===== config.mk =====
export PLATFORM = sky130hd
export DESIGN_NAME = dep_wakeup
export DESIGN_NICKNAME = d
export VERILOG_FILES = /design/src/rtl/dw_pkg.sv /design/src/rtl/dw_table.sv /design/src/rtl/dw_wait.sv /design/src/rtl/dw_pick.sv /design/src/rtl/dep_wakeup.sv
export SDC_FILE = /design/constraint.sdc
export NUM_CORES = 1
export LEC_CHECK = 0
export ABC_AREA = 1
export CELL_PAD_IN_SITES_DETAIL_PLACEMENT = 0
export CELL_PAD_IN_SITES_GLOBAL_PLACEMENT = 2
export CORE_UTILIZATION = 40
export DETAILED_ROUTE_END_ITERATION = 12
export DONT_BUFFER_PORTS = 1
export HOLD_SLACK_MARGIN = 0.06
export PLACE_DENSITY = 0.95
export SLEW_MARGIN = 0
export SYNTH_ARGS = -nofsm -noshare
export SYNTH_HDL_FRONTEND = slang
export SYNTH_HIERARCHICAL = 1
export SYNTH_SLANG_ARGS = --single-unit

===== constraint.sdc =====
create_clock -name clk -period 8.3 [get_ports clk]
set_input_delay 0.83 -clock clk [delete_from_list [all_inputs] [get_ports clk]]
set_output_delay 0.83 -clock clk [all_outputs]
set_load 0.05 [all_outputs]

===== src/rtl/dw_pkg.sv =====
package dw_pkg;

  // Index of the lowest set bit of a vector of up to 64 bits; 0 when empty.
  function automatic int unsigned first_one(input logic [63:0] v);
    first_one = 0;
    for (int i = 63; i >= 0; i--) begin
      if (v[i]) first_one = i;
    end
  endfunction

endpackage


===== src/rtl/dw_table.sv =====
module dw_table #(
  parameter int NUM_REGS = 16,
  parameter int NUM_TAGS = 8,
  parameter int NUM_SRC  = 2,
  localparam int REG_W = $clog2(NUM_REGS),
  localparam int TAG_W = $clog2(NUM_TAGS)
) (
  input  logic                     clk,
  input  logic                     rst,
  input  logic                     ins_valid,
  input  logic [TAG_W-1:0]         ins_tag,
  input  logic [NUM_SRC-1:0]       ins_src_vld,
  input  logic [NUM_SRC*REG_W-1:0] ins_src,
  input  logic                     ins_dst_vld,
  input  logic [REG_W-1:0]         ins_dst,
  input  logic                     cmp_valid,
  input  logic [TAG_W-1:0]         cmp_tag,
  output logic [NUM_SRC-1:0]       src_hit,
  output logic [NUM_SRC*TAG_W-1:0] src_prod
);

  // Youngest writer per register.
  logic [NUM_REGS-1:0] wr_vld;
  logic [TAG_W-1:0]    wr_tag [NUM_REGS];
  // Destination remembered per tag, used when that tag completes.
  logic [REG_W-1:0]    tag_dst [NUM_TAGS];
  logic [NUM_TAGS-1:0] tag_dv;

  logic [REG_W-1:0] cmp_reg;
  logic             cmp_has_dst;
  logic             ins_writes;
  logic             ins_hits_cmp_reg;
  logic             clear_en;

  // Lookup reads the table before this cycle's update.
  for (genvar s = 0; s < NUM_SRC; s++) begin : g_src
    logic [REG_W-1:0] sreg;
    assign sreg = ins_src[s*REG_W +: REG_W];
    assign src_hit[s] = ins_src_vld[s] && wr_vld[sreg] &&
                        !(cmp_valid && (wr_tag[sreg] == cmp_tag));
    assign src_prod[s*TAG_W +: TAG_W] = wr_tag[sreg];
  end

  assign cmp_reg          = tag_dst[cmp_tag];
  assign cmp_has_dst      = tag_dv[cmp_tag];
  assign ins_writes       = ins_valid && ins_dst_vld;
  assign ins_hits_cmp_reg = ins_writes && (ins_dst == cmp_reg);
  assign clear_en         = cmp_valid && cmp_has_dst && wr_vld[cmp_reg] &&
                            (wr_tag[cmp_reg] == cmp_tag) && !ins_hits_cmp_reg;

  always_ff @(posedge clk) begin
    if (rst) begin
      wr_vld <= '0;
      tag_dv <= '0;
      for (int r = 0; r < NUM_REGS; r++) wr_tag[r] <= '0;
      for (int t = 0; t < NUM_TAGS; t++) tag_dst[t] <= '0;
    end else begin
      if (clear_en) wr_vld[cmp_reg] <= 1'b0;
      if (ins_writes) begin
        wr_vld[ins_dst] <= 1'b1;
        wr_tag[ins_dst] <= ins_tag;
      end
      if (ins_valid) begin
        tag_dst[ins_tag] <= ins_dst;
        tag_dv[ins_tag]  <= ins_dst_vld;
      end
    end
  end

  // a same-cycle insert to the completing writer's register keeps the entry.
  p_insert_wins_r7: assert property (@(posedge clk) disable iff (rst)
    (cmp_valid && cmp_has_dst && ins_hits_cmp_reg) |=>
      (wr_vld[$past(ins_dst)] && (wr_tag[$past(ins_dst)] == $past(ins_tag))));

  // a completion whose entry was overtaken leaves that entry untouched.
  p_keep_younger_r5: assert property (@(posedge clk) disable iff (rst)
    (cmp_valid && cmp_has_dst && wr_vld[cmp_reg] &&
     (wr_tag[cmp_reg] != cmp_tag) && !ins_writes) |=>
      (wr_vld[$past(cmp_reg)] && (wr_tag[$past(cmp_reg)] == $past(wr_tag[cmp_reg]))));

endmodule


===== src/rtl/dw_wait.sv =====
module dw_wait #(
  parameter int NUM_TAGS = 8,
  parameter int NUM_SRC  = 2,
  localparam int TAG_W = $clog2(NUM_TAGS)
) (
  input  logic                     clk,
  input  logic                     rst,
  input  logic                     ins_valid,
  input  logic [TAG_W-1:0]         ins_tag,
  input  logic [NUM_SRC-1:0]       src_hit,
  input  logic [NUM_SRC*TAG_W-1:0] src_prod,
  input  logic                     cmp_valid,
  input  logic [TAG_W-1:0]         cmp_tag,
  output logic [NUM_TAGS-1:0]      new_rdy,
  output logic [NUM_TAGS-1:0]      blocked
);

  // Row c holds the producers consumer c waits on; column p is p's dependent list.
  logic [NUM_TAGS-1:0] wait_q [NUM_TAGS];
  logic [NUM_TAGS-1:0] wait_d [NUM_TAGS];
  logic [NUM_TAGS-1:0] prod_mask;
  logic [NUM_TAGS-1:0] col_clr;

  always_comb begin
    prod_mask = '0;
    for (int s = 0; s < NUM_SRC; s++) begin
      if (src_hit[s]) prod_mask[src_prod[s*TAG_W +: TAG_W]] = 1'b1;
    end
  end

  assign col_clr = cmp_valid ? (NUM_TAGS'(1) << cmp_tag) : '0;

  always_comb begin
    for (int c = 0; c < NUM_TAGS; c++) begin
      if (ins_valid && (ins_tag == TAG_W'(c))) begin
        wait_d[c]  = prod_mask;
        new_rdy[c] = (prod_mask == '0);
      end else begin
        wait_d[c]  = wait_q[c] & ~col_clr;
        new_rdy[c] = (wait_q[c] != '0) && (wait_d[c] == '0);
      end
      blocked[c] = (wait_q[c] != '0);
    end
  end

  always_ff @(posedge clk) begin
    if (rst) begin
      for (int c = 0; c < NUM_TAGS; c++) wait_q[c] <= '0;
    end else begin
      for (int c = 0; c < NUM_TAGS; c++) wait_q[c] <= wait_d[c];
    end
  end

  for (genvar c = 0; c < NUM_TAGS; c++) begin : g_chk
    // after a completion no consumer still waits on that producer.
    p_link_gone_r6: assert property (@(posedge clk) disable iff (rst)
      cmp_valid |=> !wait_q[c][$past(cmp_tag)]);
  end

endmodule


===== src/rtl/dw_pick.sv =====
module dw_pick #(
  parameter int NUM_TAGS = 8,
  localparam int TAG_W = $clog2(NUM_TAGS)
) (
  input  logic                clk,
  input  logic                rst,
  input  logic [NUM_TAGS-1:0] new_rdy,
  output logic                rdy_valid,
  output logic [TAG_W-1:0]    rdy_tag
);

  logic [NUM_TAGS-1:0] pend_q;
  logic [NUM_TAGS-1:0] grant;
  logic [TAG_W-1:0]    pick_idx;
  logic                any_pend;

  assign any_pend = (pend_q != '0);
  assign pick_idx = TAG_W'(dw_pkg::first_one(64'(pend_q)));
  assign grant    = any_pend ? (NUM_TAGS'(1) << pick_idx) : '0;

  always_ff @(posedge clk) begin
    if (rst) begin
      pend_q    <= '0;
      rdy_valid <= 1'b0;
      rdy_tag   <= '0;
    end else begin
      pend_q    <= (pend_q & ~grant) | new_rdy;
      rdy_valid <= any_pend;
      rdy_tag   <= pick_idx;
    end
  end

  // a tag is never flagged again while it is still pending.
  p_no_dup_r8: assert property (@(posedge clk) disable iff (rst)
    (new_rdy & pend_q) == '0);

endmodule


===== src/rtl/dep_wakeup.sv =====
module dep_wakeup #(
  parameter int NUM_REGS = 16,
  parameter int NUM_TAGS = 8,
  parameter int NUM_SRC  = 2,
  localparam int REG_W = $clog2(NUM_REGS),
  localparam int TAG_W = $clog2(NUM_TAGS)
) (
  input  logic                     clk,
  input  logic                     rst,
  input  logic                     ins_valid,
  input  logic [TAG_W-1:0]         ins_tag,
  input  logic [NUM_SRC-1:0]       ins_src_vld,
  input  logic [NUM_SRC*REG_W-1:0] ins_src,
  input  logic                     ins_dst_vld,
  input  logic [REG_W-1:0]         ins_dst,
  input  logic                     cmp_valid,
  input  logic [TAG_W-1:0]         cmp_tag,
  output logic                     rdy_valid,
  output logic [TAG_W-1:0]         rdy_tag
);

  logic [NUM_SRC-1:0]       src_hit;
  logic [NUM_SRC*TAG_W-1:0] src_prod;
  logic [NUM_TAGS-1:0]      new_rdy;
  logic [NUM_TAGS-1:0]      blocked;

  dw_table #(.NUM_REGS(NUM_REGS), .NUM_TAGS(NUM_TAGS), .NUM_SRC(NUM_SRC)) u_table (
    .clk(clk), .rst(rst),
    .ins_valid(ins_valid), .ins_tag(ins_tag),
    .ins_src_vld(ins_src_vld), .ins_src(ins_src),
    .ins_dst_vld(ins_dst_vld), .ins_dst(ins_dst),
    .cmp_valid(cmp_valid), .cmp_tag(cmp_tag),
    .src_hit(src_hit), .src_prod(src_prod)
  );

  dw_wait #(.NUM_TAGS(NUM_TAGS), .NUM_SRC(NUM_SRC)) u_wait (
    .clk(clk), .rst(rst),
    .ins_valid(ins_valid), .ins_tag(ins_tag),
    .src_hit(src_hit), .src_prod(src_prod),
    .cmp_valid(cmp_valid), .cmp_tag(cmp_tag),
    .new_rdy(new_rdy), .blocked(blocked)
  );

  dw_pick #(.NUM_TAGS(NUM_TAGS)) u_pick (
    .clk(clk), .rst(rst),
    .new_rdy(new_rdy),
    .rdy_valid(rdy_valid), .rdy_tag(rdy_tag)
  );

  // an emitted tag waits on no producer.
  p_emit_unblocked_r4: assert property (@(posedge clk) disable iff (rst)
    rdy_valid |-> !blocked[rdy_tag]);

endmodule


# [Word level (Yosys, flattened, before mapping)]
# Memories as Yosys holds them, arrays and structs flattened.
# Cells that the tools add are included.
[word_totals] ff_bits=36 ram_bits=144 in_bits=25 out_inout_bits=4 n_memories=3
[op_classes] n_lt_le_gt_ge=13 n_eq_ne=11 shifts=2 mux=73 bitwise=24 reduce_logical=57
[memory_table] memory="u_wait.wait_q" depth=8 word_bits=8 rd=8 rd_clocked_by_memory_dff=0 wr=8 line_no="dw_wait.sv:19" text="logic [NUM_TAGS-1:0] wait_q [NUM_TAGS];"
[memory_table] memory="u_table.wr_tag" depth=16 word_bits=3 rd=3 rd_clocked_by_memory_dff=0 wr=16 line_no="dw_table.sv:24" text="logic [TAG_W-1:0] wr_tag [NUM_REGS];"
[memory_table] memory="u_table.tag_dst" depth=8 word_bits=4 rd=1 rd_clocked_by_memory_dff=0 wr=8 line_no="dw_table.sv:26" text="logic [REG_W-1:0] tag_dst [NUM_TAGS];"
[op_table] operator="$mux W8" n=20
[op_table] operator="$and A8 B8 Y8" n=9
[op_table] operator="$logic_not A8 Y1" n=9
[op_table] operator="$reduce_bool A8 Y1" n=9
[op_table] operator="$mux W16" n=3
[op_table] operator="$logic_and A1 B1 Y1" n=33
[op_table] operator="$mux W3" n=10
[op_table] operator="$mux W1" n=28
[op_table] operator="$lt A4 B5 Y1 const B" n=4
[op_table] operator="$and A16 B16 Y16" n=1
[op_table] operator="$lt A3 B4 Y1 const B" n=4
[op_table] operator="$not A16 Y16" n=1
[op_table] operator="$not A8 Y8" n=2
[op_table] operator="$or A16 B16 Y16" n=1
[op_table] operator="$or A8 B8 Y8" n=2
[op_table] operator="$shl A1 B3 Y8 const A" n=2
[op_table] operator="$bmux W1 S4" n=3
[op_table] operator="$eq A3 B3 Y1 const B" n=4
[op_table] operator="$demux W1 S3" n=3
[op_table] operator="$eq A3 B3 Y1" n=3
[op_table] operator="$ge A3 B1 Y1 const B" n=3
[op_table] operator="$bwmux W8" n=1
[op_table] operator="$demux W1 S4" n=2
[op_table] operator="$ge A4 B1 Y1 const B" n=2
[op_table] operator="10 further kinds" n=21

# [Logic depth before layout (Yosys ltp)]
# Gate-level depths: netlist (run 1).
[logic_depth] ltp_word=13 ltp_mapped=23 mapped_depth_nobuf=21

# [Modules after synthesis]
# The synthesis (run 1) kept the hierarchy.
[modules_own_cells] mod="dw_table" instances=1 cells_each=990 area_each_um2=6740.2 seq_area_each_um2=2882.8
[modules_own_cells] mod="dw_wait" instances=1 cells_each=489 area_each_um2=3398.3 seq_area_each_um2=1281.2
[modules_own_cells] mod="dw_pick" instances=1 cells_each=70 area_each_um2=521.8 seq_area_each_um2=240.2

# [Least setup slack after synthesis (run 1)]
# No wires, ideal clock.
[synth_timing] path_kind="input -> register" start="input ins_src[5]" end="register u_pick.pend_q[1]" setup_ns=0.129 arrival_ns=3.238 t_required_ns=8.171 path_slack_ns=4.933 stages=20 n_path_buf=2 cell_sequence="clkbuf_1 -> inv_1 -> clkbuf_1 -> a21oi_1 -> o21ai_0 -> nand3_1 -> nand3_1 -> nand2_1 -> o21ai_0 -> a21oi_1 -> a41oi_1 -> nand2_1 -> nor3_1 -> nor2_4 -> nand2_1 -> nor2_4 -> nand3_1 -> nand2_1 -> a21oi_1 -> nor2_1"
[synth_between] elab_cells_between_ends=18
[synth_rtl] element="start, declared" line_no="dep_wakeup.sv:13" text="input logic [NUM_SRC*REG_W-1:0] ins_src,"
[synth_rtl] element="$mem_v2 Z16 W3"
[synth_rtl] element="named net src_prod[3]" line_no="dep_wakeup.sv:23" text="logic [NUM_SRC*TAG_W-1:0] src_prod;"
[synth_rtl] element="$eq A3 B3 Y1" line_no="dw_table.sv:40" text="!(cmp_valid && (wr_tag[sreg] == cmp_tag));"
[synth_rtl] element="$logic_and A1 B1 Y1" line_no="dw_table.sv:40"
[synth_rtl] element="$logic_not A1 Y1" line_no="dw_table.sv:40"
[synth_rtl] element="$logic_and A1 B1 Y1" line_no="dw_table.sv:39" text="assign src_hit[s] = ins_src_vld[s] && wr_vld[sreg] &&"
[synth_rtl] element="named net src_hit[1]" line_no="dep_wakeup.sv:22" text="logic [NUM_SRC-1:0] src_hit;"
[synth_rtl] element="$mux W8" line_no="dw_wait.sv:27" text="if (src_hit[s]) prod_mask[src_prod[s*TAG_W +: TAG_W]] = 1'b1;"
[synth_rtl] element="$logic_not A8 Y1" line_no="dw_wait.sv:37" text="new_rdy[c] = (prod_mask == '0);"
[synth_rtl] element="$mux W1" line_no="dw_wait.sv:35" text="if (ins_valid && (ins_tag == TAG_W'(c))) begin"
[synth_rtl] element="named net new_rdy[1]" line_no="dep_wakeup.sv:24" text="logic [NUM_TAGS-1:0] new_rdy;"
[synth_rtl] element="$or A8 B8 Y8" line_no="dw_pick.sv:27" text="pend_q <= (pend_q & ~grant) | new_rdy;"
[synth_rtl] element="end signal, assigned" line_no="dw_pick.sv:27"
[synth_rtl] element="end, declared" line_no="dw_pick.sv:12" text="logic [NUM_TAGS-1:0] pend_q;"
# The timed path passes the listed nets, and every way through them passes these cells. The select of a mux whose other input is x is not followed.
# A chain may end at the register's enable or synchronous reset.

# [Worst setup path in the final report (run 1)]
[layout_timing] start="input cmp_tag[0]" end="register u_table.wr_vld[14]"
[layout_between] elab_chain_cells=11 elab_cells_between_ends=25
[layout_rtl] element="start, declared" line_no="dep_wakeup.sv:17" text="input logic [TAG_W-1:0] cmp_tag,"
[layout_rtl] element="$mem_v2 Z8 W4"
[layout_rtl] element="$lt A4 B5 Y1 (not written as such) or $ge A4 B1 Y1 (tied branches)" line_no="dw_table.sv:58" text="if (clear_en) wr_vld[cmp_reg] <= 1'b0;"
[layout_rtl] element="$logic_and A1 B1 Y1 (not written as such)" line_no="dw_table.sv:58"
[layout_rtl] element="$mux W1 (not written as such)" line_no="dw_table.sv:58"
[layout_rtl] element="$demux W1 S4"
[layout_rtl] element="$not A16 Y16 (no source line)"
[layout_rtl] element="$and A16 B16 Y16 (no source line)"
[layout_rtl] element="$mux W16 *" line_no="dw_table.sv:58"
[layout_rtl] element="$mux W16 *" line_no="dw_table.sv:52" text="if (rst) begin"
[layout_rtl] element="$or A16 B16 Y16 (no source line)"
[layout_rtl] element="$mux W16 *" line_no="dw_table.sv:59" text="if (ins_writes) begin"
[layout_rtl] element="end signal, assigned" line_no="dw_table.sv:53" text="wr_vld <= '0;"
[layout_rtl] element="end signal, assigned by index" line_no="dw_table.sv:58"
[layout_rtl] element="end signal, assigned by index" line_no="dw_table.sv:60" text="wr_vld[ins_dst] <= 1'b1;"
[layout_rtl] element="end, declared" line_no="dw_table.sv:23" text="logic [NUM_REGS-1:0] wr_vld;"
# Mark *: on every way between the ends. The rest lies on a longest branch, timed or not. The select of a mux whose other input is x is not followed.

==> results of run 1 <==
[per-stage QoR]
step	utilization, %	area (sq um)	worst slack [ps]	std cells	hold WS (ps)
3_3_place_gp	41.1	10700	4160	1811	455
3_5_place_dp	41.1	10700	4200	1811	455
6_report	43.3	11300	4500	1843	463
5_1_grt	43.3	11300	4140	1843	424
2_1_floorplan	-	10700	4930	1549	433
4_1_cts	43.3	11300	4640	1843	435
[final timing paths]
kind	from	to	slack (ps)	cells past startpoint
max	cmp_tag[0]	u_table/wr_vld[14]	4500	18
min	rst	u_pick/pend_q[6]	460	1
max reg2reg	u_table/tag_dst[2][0]	u_table/wr_vld[14]	4830	18
min reg2reg	u_pick/pend_q[4]	u_pick/pend_q[4]	470	2
[cell type report]
cell class	count	area [sq um]
Clock inverter	14	168
Inverter	166	623
Timing Repair Buffer	2	15.0
Fill cell	2726	14800
Multi-Input combinational cell	1128	5270
Clock buffer	18	429
Sequential cell	180	4400
Tap cell	335	419
[routing by layer]
layer / GRT usage (%) / wire (microns) / share of wire (%) / up-vias
li1: - / - / - / 4980
met1: 39.7 / 16400 / 48 / 4646
met2: 35.5 / 14000 / 41 / 446
met3: 6.04 / 3390 / 9.9 / 35
met4: 7.01 / 539 / 1.6 / 0
met5: 0 / 0 / 0 / -
[cells by family (layout without fill, tap and decap cells)]
kind of cell              Yosys count  count (layout)
DFF                               180             180
xor gates and xnor gates            2               2
AOI/OAI and AO/OA                 313             313
and+or+nand+nor                   813             813
buffers and inverters             241             200
[state kept, by name, indices dropped and copies added, names as in the netlist]
name              flops
u_pick/pend_q         8
u_pick/rdy_tag        3
u_pick/rdy_valid      1
u_table/tag_dst      32
u_table/tag_dv        8
u_table/wr_tag       48
u_table/wr_vld       16
u_wait/wait_q        64
[power by group through the flow]
stage                     logic, uW  registers, uW  clock network [uW]
after detailed placement        374           1030                   0
after global routing            429           1020                 880
after floorplan                 309           1020                   0
final                           381           1010                 830
after global placement          374           1030                   0
after CTS                       376           1010                 845
[cells in the final DEF (no fill, tap or decap), types with 2 or more instances in the layout]
master	n
buf_4	2
dfxtp_1	100
a211oi_1	47
nor2_4	17
nand2_2	15
a41oi_1	2
edfxtp_1	80
nand4_1	15
inv_8	2
clkinv_1	9
nand3b_1	10
nor2_2	10
nand3_1	130
clkbuf_16	17
inv_2	12
o22ai_1	3
inv_6	5
inv_1	146
nand3_2	4
o21ai_1	13
bufinv_16	2
nor3_1	5
o21ai_0	107
a21oi_2	2
nor2_1	230
nand2_1	375
xor2_1	2
a21oi_1	138
[worst register-to-register path, cell delays in order, from the launching register on]
cell      delay (ps)
edfxtp_1         370
inv_1             90
nand2_1           60
nand3_1          110
nand3_2          540
nand2_2          860
nand2_1          100
nand2_1          100
nand2_1           50
nand2_1           90
nand2_1           50
nand2_1          110
nor2_1            50
nand2_1           50
nand2_1           80
nor2_4           340
nand3_1          150
nand2_1           90
nand2_1           40
==> out/metrics.cfg, run 1 <==
[yosys]
yosysWarnings = 6
yosysTopAreaCell = edfxtp_1
synth_area_leaders = edfxtp_1 23%, dfxtp_1 19%, nand2_1 13%
netlist_instances = 1549
synth_top_area_share_pct = 22.5
synthArstFlopShare_pct = 0
synth-seq-cells = 180
synth_top_family_by_area = simple AND/OR/NAND/NOR gates
synth.distinct_cells = 31
syn-num-nets = 1574
synthXorXnorAreaFrac_pct = 0.164
synth_area_sq_um = 10700
yosysSeqAreaShare_pct = 41.3
ys_top_cells_by_count = 375 x nand2_1, 230 x nor2_1, 146 x inv_1
synthAdderAreaFrac_pct = 0
ys.flop_type = dfxtp_1
yosys.area_share.simple_pct = 33.2
yosysMostFrequentCell = nand2_1
synth_compound_area_share_pct = 16.1
synthMuxAreaShare_pct = 0
synth_edf_count = 80
syn_avg_cell_area_sq_um = 6.88

[global_routing]
grt_max_degree = 78
antenna_found_initial = 0
grtUsageTotal_pct = 25.9
grt_pass1_vias = 8828
grt_pass1_wl_mm = 52.4
grt.overflow.total = 0

[clock_tree]
cts_sinks = 180
htreeDepth = 4
postCtsSetupRepairBufs = 0
cts_hold_buffers = 0
insertion_delay_ps = 440
cts_resized = 0
cts_buffers = 17
clkTransAtPathRegs_ps = 70
tritoncts = built
root_buffer = clkbuf_16
cts_buffer_depth = 2

[timing]
rsz0062_at_grt = no
fin_skew_ps = 12.7
tightest_slew_ps = 856
finalSetupViolCount = 0
period_needed_ps = 3800
fmax_mhz = 263
finalCritPeriodShare_pct = 45.7
slew_headroom_pct = 42.6
fin_tns_setup_ps = 0
hold_viol_final = 0
slew_violations = 0

[power]
power_density_nw_per_um2 = 196
worst_ir_drop_vdd_uv = 111
power_switching_uw = 686
p_sw_share_pct = 30.9
combPwrFrac_pct = 17.1
p_int_uw = 1540
p_leak_uw = 0.00483
total_power_uw = 2220
pwr-share-clk_pct = 37.3
seq_power_share_pct = 45.6

[final_layout]
drive_above_1_share_pct = 6.30
diodes = 0
syn_to_final_growth_pct = 6.26
nets = 1520

[critical_path]
endpoint_kind = register
crit_arrival_ps = 4110
crit_slowest_cell = nand2_2
crit_chain = inv_2 -> nand2_1 -> nand3_1 -> nand3_2 -> nand2_2 -> nand2_1 -> nand2_1 -> nand2_1 -> nand2_1 -> nand2_1 -> nand2_1 -> nor2_1 -> nand2_1 -> nand2_1 -> nor2_4 -> nand3_1 -> nand2_1 -> nand2_1
cp_num_buf_inv = 1
cpPeakStageDelay_ps = 860
critPathRequiredTime_ps = 8610
cp_top_family = simple AND/OR/NAND/NOR gates
critPathKind = input port to register
crit_path_max_fanout = 38
cp_common_cell = nand2_1
startpoint_type = input port

[job]
cap_violations = 0

[floorplanning]
die_y_microns = 165
initial_core_util_pct = 40.8
die_w_microns = 165
core_sq_um = 26100
die_area_sq_um = 27300
num_rows = 59
pin_count = 29

[placed_design]
place_congestion = 0.900
hpwl_mm = 23.8
portBuffers = 0

[drt]
routed_wl_mm = 34.3
first_pass_iters = 9
wl_per_cell_microns = 18.6
via_per_inst = 5.48
vias = 10100
drcViolationCount = 4
ant_nets = 0
drt_iter0_drc = 1233

[status]
violations = design-rule violations
status = complete, but fails checks

[worst_hold_path]
hp-class = input port to register

Note: power is estimated with default switching activity, not from simulation.
==> run 2: changes to the inputs <==
Settings changed: CORE_UTILIZATION 40 to 33, PLACE_DENSITY 0.95 to 0.86.
Clock period 8.3 ns to 3.08 ns, I/O delays scaled along.
==> out/metrics.cfg, run 2 (synthesized netlist as in run 1, its figures left out) <==
[timing]
hold_viol_final = 0  ; unchanged
finalSetupViolCount = 0  ; unchanged
fmax_mhz = 368
slew_headroom_pct = 51.0  ; was 42.6%
rsz0062_at_grt = no  ; unchanged
fin_ws_ps = 361  ; was 4500 ps
timing.hold.ws_ps = 154  ; was 463 ps
fin_tns_setup_ps = 0  ; unchanged
fin_skew_ps = 18.0  ; was 12.7 ps
finalCritPeriodShare_pct = 88.3
slew_violations = 0  ; unchanged
tightest_slew_ps = 733  ; was 856 ps
period_needed_ps = 2720

[final_layout]
top_regs = u_wait/wait_q: 64 flops, u_table/wr_tag: 48 flops, u_table/tag_dst: 32 flops  ; unchanged
final_cell_mix = 375 x nand2_1, 230 x nor2_1, 146 x inv_1, 138 x a21oi_1, 130 x nand3_1  ; unchanged
top_register = u_wait/wait_q  ; unchanged
drive_above_1_share_pct = 8.44  ; was 6.30%
nets = 1552  ; was 1,520
syn_to_final_growth_pct = 10.1  ; was 6.26%
fillerInstances = 3357  ; was 2,726
largest_reg_flops = 64  ; unchanged
final_common_cell = nand2_1  ; unchanged

[critical_path]
endpoint_kind = register  ; unchanged
crit_chain = o21ai_0 -> nand3_1 -> nand3_1 -> nand2_1 -> o22ai_1 -> a21oi_1 -> a41oi_1 -> nand2_1 -> inv_1 -> nand2_1 -> nand2_1 -> clkinv_1 -> nand2_1 -> nor2_4 -> nand3_1 -> nand2_1 -> a21oi_1 -> nor2_1  ; was inv_2 -> nand2_1 -> nand3_1 -> nand3_2 -> nand2_2 -> nand2_1 -> nand2_1 -> nand2_1 -> nand2_1 -> nand2_1 -> nand2_1 -> nor2_1 -> nand2_1 -> nand2_1 -> nor2_4 -> nand3_1 -> nand2_1 -> nand2_1
rr_worst_depth = 18  ; unchanged
r2r_setup_slack_ps = 360  ; was 4830 ps
cp_common_cell = nand2_1  ; unchanged
critPathCapture = u_pick/pend_q[2]  ; was u_table/wr_vld[14]
crit_path_max_fanout = 8  ; was 38
cp_num_buf_inv = 2  ; was 1
crit_slowest_cell = edfxtp_1  ; was nand2_2
crit_arrival_ps = 3050  ; was 4110 ps
startpoint_type = register  ; was input port
crit_cells = 18  ; unchanged
startpoint = u_table/wr_tag[0][2]  ; was cmp_tag[0]
cp_top_family = simple AND/OR/NAND/NOR gates  ; unchanged
reg2reg_from = u_table/wr_tag[0][2]  ; was u_table/tag_dst[2][0]
critPathRequiredTime_ps = 3420  ; was 8610 ps
critPathKind = register to register  ; was input port to register
cpPeakStageDelay_ps = 470  ; was 860 ps
reg2reg_to = u_pick/pend_q[2]  ; was u_table/wr_vld[14]

[power]
worst_ir_drop_vdd_uv = 442  ; was 111 uV
p_leak_uw = 0.00501  ; was 0.00483 uW
total_power_uw = 6070  ; was 2220 uW
power_density_nw_per_um2 = 517  ; was 196 nW/um^2

[floorplanning]
num_rows = 65  ; was 59
initial_core_util_pct = 33.7  ; was 40.8%
core_sq_um = 31600  ; was 26,100 sq um
die_w_microns = 182  ; was 165 microns
die_area_sq_um = 33000  ; was 27,300 sq um
die_y_microns = 182  ; was 165 microns
pin_count = 29  ; unchanged

[global_routing]
grt_pass1_vias = 9325  ; was 8,828
grtUsageTotal_pct = 22.1  ; was 25.9%
grt.overflow.total = 0  ; unchanged
grt_pass1_wl_mm = 54.7  ; was 52.4 mm
antenna_found_initial = 2  ; was 0
grt_max_degree = 76  ; was 78

[clock_tree]
insertion_delay_ps = 460  ; was 440 ps
cts_sinks = 180  ; unchanged
tritoncts = built  ; unchanged
cts_buffer_depth = 2  ; unchanged
clkTransAtPathRegs_ps = 70  ; about the same
root_buffer = clkbuf_16  ; unchanged
htreeDepth = 4  ; unchanged
cts_buffers = 17  ; unchanged

[placed_design]
post-place-ws_ps = 32.8  ; was 4200 ps
place_congestion = 0.872  ; was 0.900
hpwl_mm = 24.9  ; was 23.8 mm
portBuffers = 0  ; unchanged

[drt]
routed_wl_mm = 35.4  ; was 34.3 mm
drt_iter0_drc = 914  ; was 1,233
first_pass_iters = 5  ; was 9
drcViolationCount = 0  ; was 4
via_per_inst = 5.21  ; was 5.48
wl_per_cell_microns = 18.2  ; was 18.6 microns
vias = 10100  ; about the same
ant_nets = 0  ; unchanged

[status]
status = completed  ; was complete, but fails checks

[worst_hold_path]
hp-class = input port to register  ; unchanged
holdPathStages = 2  ; was 1

[job]
cap_violations = 0  ; unchanged

-- run 2: cell types whose count changed in the layout (fill, tap and decap cells not counted), moves of 2 or more --
| cell | before | now |
|---|---|---|
| buf_4 | 2 | 29 |
| clkbuf_16 | 17 | 19 |
| clkbuf_8 | 0 | 3 |
| bufinv_16 | 2 | 0 |
| inv_8 | 2 | 0 |
| inv_4 | 0 | 2 |
| buf_12 | 0 | 4 |
-- run 2: where the power goes --
part | switching, uW | internal [uW] | leakage [uW]
Sequential | 114 | 2610 | 0.00158
Clock | 1000 | 1210 | 0.000299
Combinational | 767 | 363 | 0.00313
Total | 1880 | 4190 | 0.00501
-- run 2: worst min-delay path by stage --
| stage | from | to |
|---|---|---|
| after floorplan | rst | u_pick/pend_q[5] |
| after global routing | ins_dst_vld | u_table/tag_dv[3] |
| after detailed placement | rst | u_pick/pend_q[4] |
| after CTS | ins_dst_vld | u_table/tag_dv[7] |
| after global placement | rst | u_pick/rdy_valid |
| final | ins_dst_vld | u_table/tag_dv[7] |
-- run 2: metal layers --
| metal | GRT usage, % | wire length, microns |
|---|---|---|
| met1 | 31.7 | 16800 |
| met4 | 6.61 | 699 |
| met3 | 4.67 | 2770 |
| met5 | 0 | 0 |
| met2 | 33.0 | 15200 |
-- run 2: metrics by stage --
stage	cell area [sq um]	cells	util, %
after floorplan	10700	1549	-
after global placement	11000	1901	34.9
after detailed placement	11000	1901	34.9
after CTS	11700	1934	36.9
after global routing	11700	1942	37.1
final	11700	1943	37.1
-- run 2: layout make-up --
type / count / area (sq um) / area share [%]
Tap cell: 402 / 503 / 4.29
Antenna cell: 1 / 2.50 / 0.0213
Inverter: 166 / 623 / 5.31
Timing Repair Buffer: 34 / 325 / 2.77
Multi-Input combinational cell: 1128 / 5280 / 45.0
Sequential cell: 180 / 4400 / 37.5
Clock inverter: 10 / 78.8 / 0.672
Clock buffer: 22 / 517 / 4.40
-- run 2: worst reg2reg max path, delay by kind of cell, from the launching register on --
family                 cells  cell delay, ps
flip-flops                 1             470
AO/OA/AOI/OAI              5             960
AND/OR/NAND/NOR           11            1030
buffers and inverters      2             150
-- run 2: repair_timing --
action / CTS / global route
resized for setup: 0 / 2
setup endpoints to repair: 0 / 8
hold endpoints to repair: 75 / 0
setup buffers: 0 / 8
hold buffers: 1 / 0
==> run 3: changes to the inputs <==
Settings changed: CAP_MARGIN set to 20, PLACE_DENSITY 0.86 to not set, PLACE_DENSITY_LB_ADDON set to 0.2.
==> out/metrics.cfg, run 3 (synthesized netlist as in run 1, its figures left out) <==
[power]
p_sw_share_pct = 32.7  ; was 31.0%
seq_power_share_pct = 45.0  ; about the same
power_switching_uw = 1980  ; was 1880 uW
p_int_uw = 4080  ; was 4190 uW
worst_ir_drop_vdd_uv = 399  ; was 442 uV
combPwrFrac_pct = 19.0  ; was 18.6%
power_density_nw_per_um2 = 519  ; was 517 nW/um^2
p_leak_uw = 0.00498  ; was 0.00501 uW
pwr-share-clk_pct = 36.0  ; was 36.4%

[critical_path]
crit_arrival_ps = 3120  ; was 3050 ps
critPathRequiredTime_ps = 3410  ; was 3420 ps
startpoint_type = register  ; unchanged
r2r_setup_slack_ps = 280  ; was 360 ps
endpoint_kind = register  ; unchanged
critPathKind = register to register  ; unchanged
crit_path_max_fanout = 8  ; unchanged

[drt]
routed_wl_mm = 38.4  ; was 35.4 mm
first_pass_iters = 6  ; was 5
vias = 10000  ; was 10.1k
drt_iter0_drc = 793  ; was 914
drcViolationCount = 0  ; unchanged
ant_nets = 0  ; unchanged
via_per_inst = 5.18  ; was 5.21
wl_per_cell_microns = 19.8  ; was 18.2 microns

[global_routing]
grt_pass1_vias = 9410  ; was 9,325
grt_max_degree = 76  ; unchanged
grtUsageTotal_pct = 24.0  ; was 22.1%
antenna_found_initial = 0  ; was 2
grt.overflow.total = 0  ; unchanged
grt_pass1_wl_mm = 58.4  ; was 54.7 mm

[timing]
slew_violations = 0  ; unchanged
period_needed_ps = 2800  ; was 2720 ps
finalSetupViolCount = 0  ; unchanged
fin_skew_ps = 13.2  ; was 18.0 ps
fin_tns_setup_ps = 0  ; unchanged
rsz0062_at_grt = no  ; unchanged
fmax_mhz = 358  ; was 368 MHz
tightest_slew_ps = 740  ; was 733 ps
slew_headroom_pct = 50.6  ; was 51.0%
hold_viol_final = 0  ; unchanged
finalCritPeriodShare_pct = 90.8  ; was 88.3%

[clock_tree]
cts_buffers = 17  ; unchanged
cts_sinks = 180  ; unchanged
htreeDepth = 4  ; unchanged
tritoncts = built  ; unchanged
cts_buffer_depth = 2  ; unchanged
insertion_delay_ps = 450  ; was 460 ps
clkTransAtPathRegs_ps = 70  ; about the same
root_buffer = clkbuf_16  ; unchanged
cts_resized = 0  ; unchanged

[final_layout]
syn_to_final_growth_pct = 9.52  ; was 10.1%
diodes = 0  ; was 1
final_util_pct = 36.9  ; was 37.1%
multi_input_area_sq_um = 5270  ; was 5280 sq um
largest_reg_flops = 64  ; unchanged
regArea_sq_um = 4400  ; unchanged
top_regs = u_wait/wait_q: 64 flops, u_table/wr_tag: 48 flops, u_table/tag_dst: 32 flops  ; unchanged
final_common_cell = nand2_1  ; unchanged
fillerInstances = 3419  ; was 3,357
nets = 1549  ; was 1,552
top_register = u_wait/wait_q  ; unchanged
drive_above_1_share_pct = 8.20  ; was 8.44%
final_cell_mix = 375 x nand2_1, 230 x nor2_1, 146 x inv_1, 138 x a21oi_1, 130 x nand3_1  ; unchanged

[job]
cap_violations = 0  ; unchanged

[placed_design]
place_congestion = 0.880  ; was 0.872
hpwl_mm = 26.8  ; was 24.9 mm
portBuffers = 0  ; unchanged

[floorplanning]
num_rows = 65  ; unchanged
die_area_sq_um = 33000  ; unchanged
core_sq_um = 31600  ; unchanged
die_y_microns = 182  ; unchanged
pin_count = 29  ; unchanged
initial_core_util_pct = 33.7  ; unchanged
die_w_microns = 182  ; unchanged

[status]
status = completed  ; unchanged

[worst_hold_path]
hp-class = input port to register  ; unchanged

==> run 3: cell types whose count changed in the layout (fill, tap and decap cells not counted), sizes merged <==
| cell | before | now |
|---|---|---|
| clkbuf | 22 | 19 |
| buf | 34 | 31 |
| diode | 1 | 0 |
| clkinv | 11 | 14 |
| inv | 165 | 164 |
| clkinvlp | 0 | 1 |
==> run 3: power by group through the flow <==
stage / combinational [uW] / clock, uW / sequential [uW]
floorplan: 833 / 0 / 2750
global placement: 1120 / 0 / 2780
detailed placement: 1110 / 0 / 2780
CTS: 1140 / 2230 / 2730
global route: 1290 / 2320 / 2740
finish: 1150 / 2180 / 2730
==> run 3: metrics by stage <==
| step | cells | cell area [sq um] | total power (uW) | worst slack (ps) | hold WS [ps] |
|---|---|---|---|---|---|
| after global placement | 1902 | 11000 | 3900 | 91.2 | 384 |
| after floorplan | 1549 | 10700 | 3590 | 235 | 377 |
| after global routing | 1939 | 11700 | 6360 | 0.852 | 172 |
| final | 1939 | 11700 | 6060 | 284 | 168 |
| after detailed placement | 1902 | 11000 | 3900 | 88.0 | 390 |
| after CTS | 1935 | 11600 | 6100 | 178 | 144 |
==> run 3: final cells by class <==
| cell class | count | area share (%) |
|---|---|---|
| Sequential cell | 180 | 37.7 |
| Clock buffer | 19 | 3.88 |
| Multi-Input combinational cell | 1128 | 45.1 |
| Inverter | 166 | 5.34 |
| Timing Repair Buffer | 31 | 2.59 |
| Clock inverter | 13 | 1.03 |
| Tap cell | 402 | 4.31 |
==> run 3: path summary, 6_finish.rpt <==
path,from,to,cells past startpoint
max reg2reg,u_table/wr_tag[0][2],u_pick/pend_q[3],15
min,ins_dst_vld,u_table/tag_dv[7],2
min reg2reg,u_pick/pend_q[5],u_pick/pend_q[5],2
max,u_table/wr_tag[0][2],u_pick/pend_q[3],15
==> run 3: layer usage <==
metal / GRT usage (%) / vias up / part of all wire, %
li1: - / 5031 / -
met1: 35.7 / 4707 / 51
met2: 35.1 / 279 / 42
met3: 4.97 / 30 / 6.6
met4: 5.66 / 0 / 1.1
met5: 0 / - / 0
==> run 3: critical path, stage by stage (launching register included) <==
cell	delay (ps)
edfxtp_1	480
o21ai_0	330
nand3_1	130
nand3_1	100
nand2_1	100
xor2_1	160
a41oi_1	460
nand2_1	100
nor3_1	280
nor2_4	80
nand2_1	110
nor2_4	70
nand3_1	60
nand2_1	60
a21oi_1	110
nor2_1	50
==> run 3: timing repair <==
action                                 4_1_cts  5_1_grt
buffers inserted                             0        4
setup endpoints to repair                    0        8
hold buffers                                 1        0
endpoints found under the hold margin       75        0
